### src/rtl/pcm_clk_pkg.sv
package pcm_clk_pkg;

  // Edge events decided by the clock control for the current cycle.
  typedef struct packed {
    logic start;  // port leaves idle, slot 0 begins next cycle
    logic stop;   // port returns to idle
    logic rise;   // bit clock goes high at this edge
    logic fall;   // bit clock goes low at this edge, next slot begins
  } edgeStb_t;

endpackage

### src/rtl/pcm_slot_lane.sv
module pcm_slot_lane #(
  parameter int DIV_W    = 9,
  parameter int SAMPLE_W = 16,
  parameter int IDX_W    = 4
) (
  input  logic             active,
  input  logic [DIV_W-1:0] bitPos,
  input  logic             late,
  input  logic             fireIn,
  output logic             inData,
  output logic [IDX_W-1:0] idx,
  output logic             fire
);

  localparam int EXT_W = DIV_W + 1;

  logic [EXT_W-1:0] posExt;
  logic [EXT_W-1:0] firstSlot;
  logic [EXT_W-1:0] offset;
  logic [EXT_W-1:0] reversed;

  always_comb begin
    posExt    = {1'b0, bitPos};
    firstSlot = {{DIV_W{1'b0}}, late};
    offset    = posExt - firstSlot;
    inData    = active && (posExt >= firstSlot) && (offset < EXT_W'(SAMPLE_W));
    reversed  = EXT_W'(SAMPLE_W - 1) - offset;
    idx       = inData ? reversed[IDX_W-1:0] : '0;
    fire      = fireIn && inData;
  end

endmodule

### src/rtl/pcm_clk_ctrl.sv
module pcm_clk_ctrl
  import pcm_clk_pkg::*;
#(
  parameter int DIV_W = 9
) (
  input  logic             clk,
  input  logic             rstN,
  input  logic             periphTick,
  input  logic             audioTick,
  input  logic             srcSel,
  input  logic             serClkEn,
  input  logic [DIV_W-1:0] bitDivCfg,
  input  logic             lastSlot,
  output edgeStb_t         stb,
  output logic             bitClk
);

  logic             run;
  logic             phase;
  logic [DIV_W-1:0] halfCnt;
  logic [DIV_W-1:0] bitDivQ;
  logic             srcTick;
  logic             halfDone;

  always_comb begin
    srcTick   = srcSel ? periphTick : audioTick;
    halfDone  = run && serClkEn && srcTick && (halfCnt == bitDivQ);
    stb.start = serClkEn && !run;
    stb.stop  = run && !serClkEn;
    stb.rise  = halfDone && !phase;
    stb.fall  = halfDone && phase;
  end

  always_ff @(posedge clk or negedge rstN) begin
    if (!rstN) begin
      run     <= 1'b0;
      phase   <= 1'b0;
      halfCnt <= '0;
      bitDivQ <= '0;
    end else if (!serClkEn) begin
      run     <= 1'b0;
      phase   <= 1'b0;
      halfCnt <= '0;
    end else if (!run) begin
      run     <= 1'b1;
      phase   <= 1'b0;
      halfCnt <= '0;
      bitDivQ <= bitDivCfg;
    end else if (srcTick) begin
      if (halfCnt == bitDivQ) begin
        halfCnt <= '0;
        phase   <= ~phase;
        if (phase && lastSlot) bitDivQ <= bitDivCfg;
      end else begin
        halfCnt <= halfCnt + DIV_W'(1);
      end
    end
  end

  assign bitClk = phase;

endmodule

### src/rtl/pcm_frame_dp.sv
module pcm_frame_dp
  import pcm_clk_pkg::*;
#(
  parameter int DIV_W    = 9,
  parameter int SAMPLE_W = 16,
  parameter int IDX_W    = 4
) (
  input  logic             clk,
  input  logic             rstN,
  input  edgeStb_t         stb,
  input  logic [DIV_W-1:0] frameDivCfg,
  input  logic             txLate,
  input  logic             rxLate,
  output logic             lastSlot,
  output logic             frameSync,
  output logic             txShift,
  output logic             txValid,
  output logic [IDX_W-1:0] txBitIdx,
  output logic             rxSample,
  output logic             rxValid,
  output logic [IDX_W-1:0] rxBitIdx
);

  localparam int LANES = 2;  // lane 0 transmit, lane 1 receive

  logic             active;
  logic [DIV_W-1:0] bitPos;
  logic [DIV_W-1:0] frameDivQ;
  logic [LANES-1:0] lateQ;
  logic             slotPulse;
  logic             risePulse;

  logic [LANES-1:0] laneFireIn;
  logic [LANES-1:0] laneValid;
  logic [LANES-1:0] laneFire;
  logic [IDX_W-1:0] laneIdx [LANES];

  assign lastSlot  = active && (bitPos == frameDivQ);
  assign frameSync = active && (bitPos == '0);

  always_ff @(posedge clk or negedge rstN) begin
    if (!rstN) begin
      active    <= 1'b0;
      bitPos    <= '0;
      frameDivQ <= '0;
      lateQ     <= '0;
      slotPulse <= 1'b0;
      risePulse <= 1'b0;
    end else if (stb.stop) begin
      active    <= 1'b0;
      bitPos    <= '0;
      slotPulse <= 1'b0;
      risePulse <= 1'b0;
    end else if (stb.start) begin
      active    <= 1'b1;
      bitPos    <= '0;
      frameDivQ <= frameDivCfg;
      lateQ     <= {rxLate, txLate};
      slotPulse <= 1'b1;
      risePulse <= 1'b0;
    end else begin
      risePulse <= stb.rise;
      slotPulse <= stb.fall;
      if (stb.fall) begin
        if (lastSlot) begin
          bitPos    <= '0;
          frameDivQ <= frameDivCfg;
          lateQ     <= {rxLate, txLate};
        end else begin
          bitPos <= bitPos + DIV_W'(1);
        end
      end
    end
  end

  assign laneFireIn = {risePulse, slotPulse};

  for (genvar g = 0; g < LANES; g++) begin : gLane
    pcm_slot_lane #(
      .DIV_W   (DIV_W),
      .SAMPLE_W(SAMPLE_W),
      .IDX_W   (IDX_W)
    ) u_lane (
      .active(active),
      .bitPos(bitPos),
      .late  (lateQ[g]),
      .fireIn(laneFireIn[g]),
      .inData(laneValid[g]),
      .idx   (laneIdx[g]),
      .fire  (laneFire[g])
    );
  end

  assign txShift  = laneFire[0];
  assign txValid  = laneValid[0];
  assign txBitIdx = laneIdx[0];
  assign rxSample = laneFire[1];
  assign rxValid  = laneValid[1];
  assign rxBitIdx = laneIdx[1];

endmodule

### src/rtl/pcm_clk_gen.sv
module pcm_clk_gen
  import pcm_clk_pkg::*;
#(
  parameter int DIV_W    = 9,
  parameter int SAMPLE_W = 16,
  parameter int IDX_W    = $clog2(SAMPLE_W)
) (
  input  logic             clk,
  input  logic             rstN,
  input  logic             periphTick,
  input  logic             audioTick,
  input  logic             srcSel,
  input  logic             serClkEn,
  input  logic [DIV_W-1:0] bitDivCfg,
  input  logic [DIV_W-1:0] frameDivCfg,
  input  logic             txLate,
  input  logic             rxLate,
  output logic             bitClk,
  output logic             frameSync,
  output logic             txShift,
  output logic             txValid,
  output logic [IDX_W-1:0] txBitIdx,
  output logic             rxSample,
  output logic             rxValid,
  output logic [IDX_W-1:0] rxBitIdx
);

  edgeStb_t stb;
  logic     lastSlot;

  pcm_clk_ctrl #(.DIV_W(DIV_W)) u_ctrl (
    .clk       (clk),
    .rstN      (rstN),
    .periphTick(periphTick),
    .audioTick (audioTick),
    .srcSel    (srcSel),
    .serClkEn  (serClkEn),
    .bitDivCfg (bitDivCfg),
    .lastSlot  (lastSlot),
    .stb       (stb),
    .bitClk    (bitClk)
  );

  pcm_frame_dp #(
    .DIV_W   (DIV_W),
    .SAMPLE_W(SAMPLE_W),
    .IDX_W   (IDX_W)
  ) u_dp (
    .clk        (clk),
    .rstN       (rstN),
    .stb        (stb),
    .frameDivCfg(frameDivCfg),
    .txLate     (txLate),
    .rxLate     (rxLate),
    .lastSlot   (lastSlot),
    .frameSync  (frameSync),
    .txShift    (txShift),
    .txValid    (txValid),
    .txBitIdx   (txBitIdx),
    .rxSample   (rxSample),
    .rxValid    (rxValid),
    .rxBitIdx   (rxBitIdx)
  );

endmodule

### config.mk
export PLATFORM = sky130hd
export DESIGN_NAME = pcm_clk_gen
export DESIGN_NICKNAME = d
export VERILOG_FILES = /design/src/rtl/pcm_clk_pkg.sv /design/src/rtl/pcm_slot_lane.sv /design/src/rtl/pcm_clk_ctrl.sv /design/src/rtl/pcm_frame_dp.sv /design/src/rtl/pcm_clk_gen.sv
export SDC_FILE = /design/constraint.sdc
export NUM_CORES = 1
export LEC_CHECK = 0
export ABC_AREA = 0
export BUFFER_PORTS_ARGS = -buffer_cell sky130_fd_sc_hd__clkbuf_2
export CORE_ASPECT_RATIO = 0.9
export CORE_UTILIZATION = 30
export CTS_CLUSTER_SIZE = 20
export DETAILED_ROUTE_END_ITERATION = 12
export GPL_ROUTABILITY_DRIVEN = 0
export HOLD_SLACK_MARGIN = 0.1
export RECOVER_POWER = 100
export SLEW_MARGIN = 20
export SYNTH_ARGS = -nofsm -noshare
export SYNTH_HDL_FRONTEND = slang
export SYNTH_SLANG_ARGS = --single-unit
### constraint.sdc
create_clock -name clk -period 3.15 [get_ports clk]
set_clock_uncertainty 0.2 [all_clocks]
set_input_delay 0.1575 -clock clk [delete_from_list [all_inputs] [get_ports clk]]
set_output_delay 0.1575 -clock clk [all_outputs]
set_load 0.01 [all_outputs]
* Word-level counts from Yosys, hierarchy flattened
Cells that the tools add are included.
** Word-level totals
- Register bits :: 43
- Latch bits :: 0
- Memory bits (writable) :: 0
- Bits in read-only memories :: 0
- Input bits :: 26
- Output and inout bits :: 14
- Word-level logic and storage cells :: 88
- Memories kept :: 0
** Cells by class
- Add/sub/neg operators :: 6
- $mul :: 0
- Div/mod/pow operators :: 0
- Magnitude comparators :: 4
- Equal/unequal tests :: 7
- Shifts and indexed selects :: 0
- Muxes and demuxes :: 32
- Bitwise operators :: 2
- Reductions and logical operators :: 27
** Operator list (number)
- $mux 9 :: 15
- $lt 10x5->1 const B :: 2
- $sub 9x1->10 :: 2
- $add 9x1->9 const B :: 2
- $eq 9x9->1 :: 2
- $ge 9x1->1 :: 2
- $logic_and 1x1->1 :: 16
- $mux 1 :: 12
- $logic_not 9->1 :: 1
- $mux 4 :: 2
- $sub 4x4->4 const A :: 2
- $mux 2 :: 3
- $ne 2x2->1 const B :: 3
- $ne 3x3->1 const B :: 2
- $reduce_bool 2->1 :: 3
- $reduce_and 4->1 :: 1
- $logic_not 1->1 :: 3
- $reduce_and 3->1 :: 1
- $reduce_bool 3->1 :: 1
- $not 1->1 :: 2
- $reduce_and 2->1 :: 1

* Depth between registers and ports, before layout
Gate-level depths: netlist of run 1.
- Word-level depth :: 7
- Gate-level depth with buffers :: 9
- Mapped depth without buffers :: 8

* Hierarchy
A second synthesis of run 1 with hierarchy kept.
** Unflattened totals
- Cells, all modules :: 343
- Area total of the unflattened synthesis :: 3016.6 µm²
** Modules (own cells, without submodules)
- pcm_frame_dp :: instances 1, cells an instance 188, area each 1572.8 µm², seq. area each 575.6 µm²
- pcm_clk_ctrl :: instances 1, cells an instance 91, area each 1048.5 µm², seq. area each 500.5 µm²
- pcm_slot_lane :: instances 2, cells an instance 32, area each 197.7 µm², seq. area each 0.0 µm²

* Worst setup path after synthesis of run 1
Ideal clock, no wire load.
- Kind :: reg-to-reg
- From :: reg u_dp.bitPos[1]
- To :: reg u_ctrl.bitDivQ[0]
- Library setup time :: 125 ps
- Arrival time :: 2021 ps
- Required time :: 2825 ps
- Path slack :: 804 ps
- Stages on the path, launching flop included :: 9
- Buffers on the path :: 3
- Clock period less this slack :: 2346 ps
- Cells stage by stage :: dfrtp_1 buf_6 xnor2_1 nand4_1 or3_1 buf_2 o32a_1 buf_6 mux2_4
** Between the ends
- Word-level cells in the longest chain between the ends :: 5
** Ends and longest elaborated chain
- start: declaration :: RTL line pcm_frame_dp.sv:27 : logic [DIV_W-1:0] bitPos;
- start signal: assignment :: RTL line pcm_frame_dp.sv:70 : bitPos <= bitPos + DIV_W'(1);
- $eq 9x9->1 :: RTL line pcm_frame_dp.sv:38 : assign lastSlot = active && (bitPos == frameDivQ);
- $logic_and 1x1->1 :: RTL line pcm_frame_dp.sv:38
- $logic_and 1x1->1 :: RTL line pcm_clk_ctrl.sv:53 : if (phase && lastSlot) bitDivQ <= bitDivCfg;
- $ne 2x2->1 (no line)
- $reduce_and 4->1 (no line)
- end signal: assignment :: RTL line pcm_clk_ctrl.sv:48 : bitDivQ <= bitDivCfg;
- end signal: assignment :: RTL line pcm_clk_ctrl.sv:53
- end: declaration :: RTL line pcm_clk_ctrl.sv:21 : logic [DIV_W-1:0] bitDivQ;
Every way passes these cells.
A chain may end at the register's enable or synchronous reset.

* Final worst setup path of run 1
- From :: in serClkEn
- To :: reg u_dp.bitPos[5]
** Between the ends
- Word-level cells in the longest chain between the ends :: 5
- Elaborated cells between the ends (all ways) :: 10
- Those cells by class :: mux: 2; reduce/logical: 8
** Ends and longest elaborated chain
- start: declaration :: RTL line pcm_clk_gen.sv:13 : input logic serClkEn,
- $logic_and 1x1->1 (3 in series) :: RTL line pcm_clk_ctrl.sv:27 : halfDone = run && serClkEn && srcTick && (halfCnt == bitDivQ);
- $logic_and 1x1->1 :: RTL line pcm_clk_ctrl.sv:31 : stb.fall = halfDone && phase;
- $reduce_bool 3->1 (no line)
Several ways; a longest one is shown, not always the timed one.

==> results.md, run 1 <==
- Reg2reg end: u_dp.bitPos[5]
- Global-route met3 utilization: 2.36%
- Ant diodes: 0
- Tmin final: 2940 ps
- Clock Tree Root: clkbuf_8
- Status: finished clean
- Vias in the first global route: 2324
- Routed WL per cell: 14.3 um
- Fmax: 340 MHz
- Reg-to-reg slack, setup: 420 ps
- Total die area: 0.00979 mm2
- DRT Pass-1 Iters: 4
- Design Area, Final: 0.00338 mm2
- Worst Path Class, Setup: in -> reg
- Syn_area_per_cell: 9.37 um2
- Final ANT Viol Nets: 0
- Placed cell area: 0.00311 mm2
- Worst slew pin tran: 1060 ps
- GR met2 Demand/Resource: 21.7%
- Reg clk slew, reported paths: 80 ps
- Layout fillers: 950
- WP data arrival: 2900 ps
- Psw: 0.451 mW
- Power Dens Cells: 414 mW/mm2
- Antenna violations before repair: 0
- Clk_lat worst skew: 300 ps
- FFs w/ async S/R, synth: 100%
- Startpoint Class: input pin
- Maxcap violations: 0
- Largest net degree at the start of global routing: 44
- First-pass GRT wire length: 11600 um
- Num ports: 40
- Synth top area share: 38.2%
- Via count: 2412
- Area Overhead vs Synth: 20.0%
- Number of H-tree levels: 2
- Synthesis-stage register bit count: 43
- Req. time, crit path: 3110 ps
- Die Y: 94.0 um
- Port Buffers: 39
- Part of the power in combinational logic: 28.4%
- Hold Path Origin: periphTick
- Detailed placer's ending HPWL: 4890 um
- Max Slew Vio Count: 0
- Post-synth EDFFs: 0
- Worst-path fanout max: 13
- TritonCTS clock tree: yes
- WHS Path Cells: 3
- Register share of total power: 45.8%
- Kind of end point of the critical path: register
- Setup-failing EPs final: 0
- Class of the worst hold path: in -> reg
- Cell leakage power: 1.40 nW
- Final hold violations: 0
- Clock Path Buffers: 2
- Cell with the most instances after synthesis: dfrtp_1
- Final Cycle Share: 93.3%
- GRT Util Overall: 14.7%
- Synth unique cells: 47
- Clock tree sinks: 43
- Hold Path End: u_ctrl.halfCnt[2]
- Grt ovf: 0
- DR iter-0 viols: 169
- Internal: 0.951 mW
- Synth Flop Type: dfrtp_1
- Clock network power share: 25.8%
- Residual DRC: 0
- Die X: 104 um
- RSZ-0062 raised after global routing: no
- Starting Density: 30.9%
- Peak supply drop: 148 uV
- CTS Buf Count: 5
- Register area share after synthesis: 38.2%
- Reg2reg start: u_ctrl.halfCnt[2]
- Sw Ratio: 32.1%
- R2R cell count: 7
- GRT met1 Usage: 21.6%
- Synth top area cells: dfrtp_1 (38%), mux2_4 (4.8%), nand2_1 (4.7%)
- Yosys warns: 0
- Synth area leader: dfrtp_1
- Mapped Area: 0.00282 mm2
- Vias per cell: 5.05
- Core area: 0.00913 mm2
- Synthesized Nets: 337
- Share of cells above drive strength 1: 11.8%
- Setup TNS: 0 ps
- Total Routed Length: 6830 um
- Rel. slew slack: 29.0%
- Final nets: 392
- Synthesized netlist cell count: 301
- Most common library cells after synthesis: dfrtp_1 (43), nand2_1 (35), nor2_1 (21)
- Top Usage Layer GRT: met2
- Std-Cell Rows: 33
worst max-delay path by stage:
stage	startpoint	cells after the start	end
6_report	serClkEn	9	u_dp.bitPos[5]
5_1_grt	u_dp.bitPos[0]	8	rxBitIdx[3]
4_1_cts	u_dp.bitPos[0]	8	rxBitIdx[3]
3_5_place_dp	u_dp.bitPos[2]	5	u_ctrl.bitDivQ[8]
3_3_place_gp	u_dp.bitPos[2]	5	u_ctrl.bitDivQ[1]
2_1_floorplan	u_dp.bitPos[1]	8	u_ctrl.bitDivQ[0]
per-layer routing:
metal | part of all wire, % | routed length, um | up-vias
li1 | - | - | 1195
met1 | 53 | 3610 | 1151
met2 | 42 | 2840 | 58
met3 | 4.2 | 284 | 8
met4 | 1.4 | 95 | 0
met5 | 0 | 0 | -
per-stage QoR:
stage / util [%] / std cells / hold WS (ps) / worst slack, ps / power [mW]
after detailed placement: 34.1 / 447 / 184 / 466 / 1.05
after global routing: 37.1 / 478 / 207 / 5.75 / 1.49
final: 37.1 / 478 / 196 / 212 / 1.40
after global placement: 34.1 / 447 / 180 / 538 / 1.05
after floorplan: - / 301 / -338 / 804 / 0.918
after CTS: 37.7 / 478 / 176 / 348 / 1.44
registers in the layout, summed over array words and instances (netlist names):
signal	count
u_ctrl.halfCnt	9
u_dp.bitPos	9
u_ctrl.bitDivQ	9
u_ctrl.run	1
u_dp.lateQ	2
u_dp.risePulse	1
u_dp.active	1
u_ctrl.bitClk	1
u_dp.frameDivQ	9
u_dp.slotPulse	1
what timing repair did:
item                                   in CTS  in global routing
buffers inserted                            0                  0
hold buffers                               24                  0
resized for setup                           0                  0
endpoints found under the hold margin      67                  0
area by class of cell:
cell class / count / area [um2] / share of cell area, %
multi-input combinational: 230 / 1580 / 46.7
timing repair buffer: 69 / 459 / 13.6
tap: 122 / 153 / 4.51
sequential: 43 / 1080 / 31.8
clock inverter: 1 / 5.00 / 0.148
inverter: 7 / 26.3 / 0.777
clock buffer: 6 / 82.6 / 2.44
critical path, stage by stage:
cell and delay [ps]:
dlygate4sd3_1 520, clkbuf_1 260, ha_1 230, nand2_1 50
nor4_1 390, and3_1 470, clkbuf_1 490, a2bb2oi_1 240
o41ai_1 90
cell families (layout without fill, tap and decap cells):
| kind of cell | Yosys count | count (layout) | synth area share (%) |
|---|---|---|---|
| adder cells (fa/ha/maj) | 10 | 10 | 4.44 |
| flip-flops | 43 | 43 | 38.2 |
| multiplexers | 12 | 12 | 5.90 |
| AO/OA/AOI/OAI | 56 | 56 | 14.9 |
| XOR/XNOR | 29 | 29 | 9.01 |
| buffers and inverters | 28 | 83 | 4.48 |
| AND/OR/NAND/NOR | 123 | 123 | 23.1 |
power by group through the flow:
stage / registers [mW] / clock network [mW] / logic [mW]
4_1_cts: 0.642 / 0.367 / 0.425
2_1_floorplan: 0.635 / 0 / 0.283
3_5_place_dp: 0.654 / 0 / 0.400
6_report: 0.642 / 0.361 / 0.398
5_1_grt: 0.648 / 0.395 / 0.452
3_3_place_gp: 0.653 / 0 / 0.393
layout by cell type (no fill, tap or decap), types with 4 or more instances in the layout:
master	count
nand2_1	36
o21ai_0	12
nand4_1	5
xnor2_1	14
ha_1	10
dfrtp_1	43
dlygate4sd3_1	24
a32oi_1	11
xor2_1	15
nor3b_1	15
and3_1	5
nor2_1	21
nor3_1	4
or3_1	4
nor4_1	4
nand3_1	9
mux2_1	9
clkbuf_8	6
clkbuf_1	13
and2_0	4
buf_4	4
inv_1	7
o41ai_1	7
a21oi_1	5
clkbuf_2	28
Power figures use the tool's default switching activity.
==> inputs of run 2 (changes only) <==
--- a/config.mk
+++ b/config.mk
@@ -14,6 +14,8 @@
 export GPL_ROUTABILITY_DRIVEN = 0
 export HOLD_SLACK_MARGIN = 0.1
 export RECOVER_POWER = 100
+export SETUP_SLACK_MARGIN = 0.3
+export SKIP_CTS_REPAIR_TIMING = 1
 export SLEW_MARGIN = 20
 export SYNTH_ARGS = -nofsm -noshare
 export SYNTH_HDL_FRONTEND = slang
==> run 2 against run 1 <==
Net effect: combinational power about the same; flip-flop and latch count unchanged; power about the same; clock power about the same; register-to-register slack better by 30 ps; first-iteration DRC count down 7.7%; highest routed layer unchanged; via count down 0.25%; cell count down 0.42%; fmax up 3.6%; global-route usage down 0.29 points; final area about the same; count of clock-buffer cells in the layout unchanged.
==> results.md, run 2 (synthesis gave the netlist of run 1 again) <==
- Largest net degree at the start of global routing: 44
- Final nets: 390
- Kind of end point of the critical path: register
- Maxcap violations: 0
- Rel. slew slack: 27.5%
- Std-Cell Rows: 33
- Routed WL per cell: 14.4 um
- Setup TNS: 0 ps
- Total die area: 0.00979 mm2
- Share of cells above drive strength 1: 13.3%
- Commonest non-fill, non-tap cell in the layout: dfrtp_1
- CP max-delay cell: dlygate4sd3_1
- CTS Buf Count: 5
- Antenna violations before repair: 0
- Residual DRC: 0
- Setup-failing EPs final: 0
- Most used cell, CP: nand2_1
- Placed cell area: 0.00311 mm2
- Reg-to-reg slack, setup: 450 ps
- Final ANT Viol Nets: 0
- Max Slew Vio Count: 0
- Tmin final: 2840 ps
- Area Overhead vs Synth: 20.1%
- Fmax: 353 MHz
- Ant diodes: 0
- Final hold violations: 0
- Worst-path fanout max: 9
- Clock Tree Root: clkbuf_8
- Detailed placer's ending HPWL: 4890 um
- Cell Count, Final, Fillers Out: 476
- Design Area, Final: 0.00338 mm2
- Peak supply drop: 149 uV
- Fin Hold WS: 91.1 ps
- Vias in the first global route: 2242
- Req. time, crit path: 3120 ps
- Clk_lat worst skew: 300 ps
- Number of H-tree levels: 2
- WP data arrival: 2810 ps
- Num ports: 40
- TritonCTS clock tree: yes
- DR iter-0 viols: 156
- Layout fillers: 950
- Die Y: 94.0 um
- Power Dens Cells: 414 mW/mm2
- Port Buffers: 39
- Die X: 104 um
- Via count: 2406
- Crit-path cells: dlygate4sd3_1, clkbuf_1, ha_1, nand2_1, nor4_1, and3_1, nand2_1, o41ai_1
- DRT Pass-1 Iters: 4
- First-pass GRT wire length: 11300 um
- Most frequent cells in the layout: dfrtp_1 (43), nand2_1 (36), clkbuf_2 (31)
- Clock tree sinks: 43
- Startpoint Class: input pin
- GRT Util Overall: 14.4%
- RSZ-0062 raised after global routing: yes
- Crit path largest cell delay: 520 ps
- Class of the worst hold path: in -> reg
- Final Cycle Share: 90.0%
- Vias per cell: 5.05
- Cell leakage power: 1.42 nW
- Cells after DPL: 447
- Worst slew pin tran: 1090 ps
- Total power: 1.40 mW
- Grt ovf: 0
- Clock Path Buffers: 2
- Worst Path Class, Setup: in -> reg
- Total Routed Length: 6860 um
- Reg clk slew, reported paths: 80 ps
- Starting Density: 30.9%
- Status: finished clean
- Core area: 0.00913 mm2
==> run 2: cell types whose count changed in the layout (fill, tap and decap cells not counted), sizes merged <==
| cell | previous run | this run |
|---|---|---|
| clkbuf | 47 | 46 |
| dlygate4sd3 | 24 | 22 |
| buf | 4 | 5 |
==> run 2: worst paths after layout <==
check / to / depth (start not counted) / from
max: u_dp.bitPos[2] / 8 / serClkEn
min: u_ctrl.halfCnt[0] / 4 / audioTick
max reg2reg: u_ctrl.bitDivQ[8] / 5 / u_dp.bitPos[2]
min reg2reg: u_dp.active / 2 / u_dp.active
max in group asynchronous: u_dp.bitPos[0] / 2 / rstN
min in group asynchronous: u_ctrl.halfCnt[5] / 2 / rstN
==> run 2: power breakdown <==
group | internal (mW) | leakage [nW] | switching (mW)
logic | 0.181 | 0.814 | 0.220
clock network | 0.172 | 0.0470 | 0.188
registers | 0.600 | 0.556 | 0.0424
total | 0.953 | 1.42 | 0.450
==> run 2: area by class of cell <==
cell class / instances / area (um2) / share of cell area, %
multi-input cells: 230 / 1600 / 47.1
flip-flops and latches: 43 / 1080 / 31.8
repair buffers: 67 / 447 / 13.2
well taps: 122 / 153 / 4.51
clock buffers: 6 / 82.6 / 2.44
inverters: 7 / 26.3 / 0.776
clock inverters: 1 / 5.00 / 0.148
==> run 2: routing by layer <==
layer | vias to the layer above | share of wire [%] | track usage (%)
met4 | 0 | 1.2 | 4.64
met1 | 1149 | 53 | 21.4
met2 | 57 | 42 | 20.9
met5 | - | 0 | 0
li1 | 1193 | - | -
met3 | 7 | 3.9 | 2.50
==> run 2: critical path: cells and delay by family <==
family	cells	cell delay, ps
compound gates	1	390
fa+ha+maj	1	230
buf+inv	2	780
simple gates	4	1250
==> run 2: stage by stage <==
step	util, %	worst slack (ps)
floorplan	-	804
global placement	34.1	538
detailed placement	34.1	466
CTS	35.1	348
global route	37.1	166
finish	37.1	314
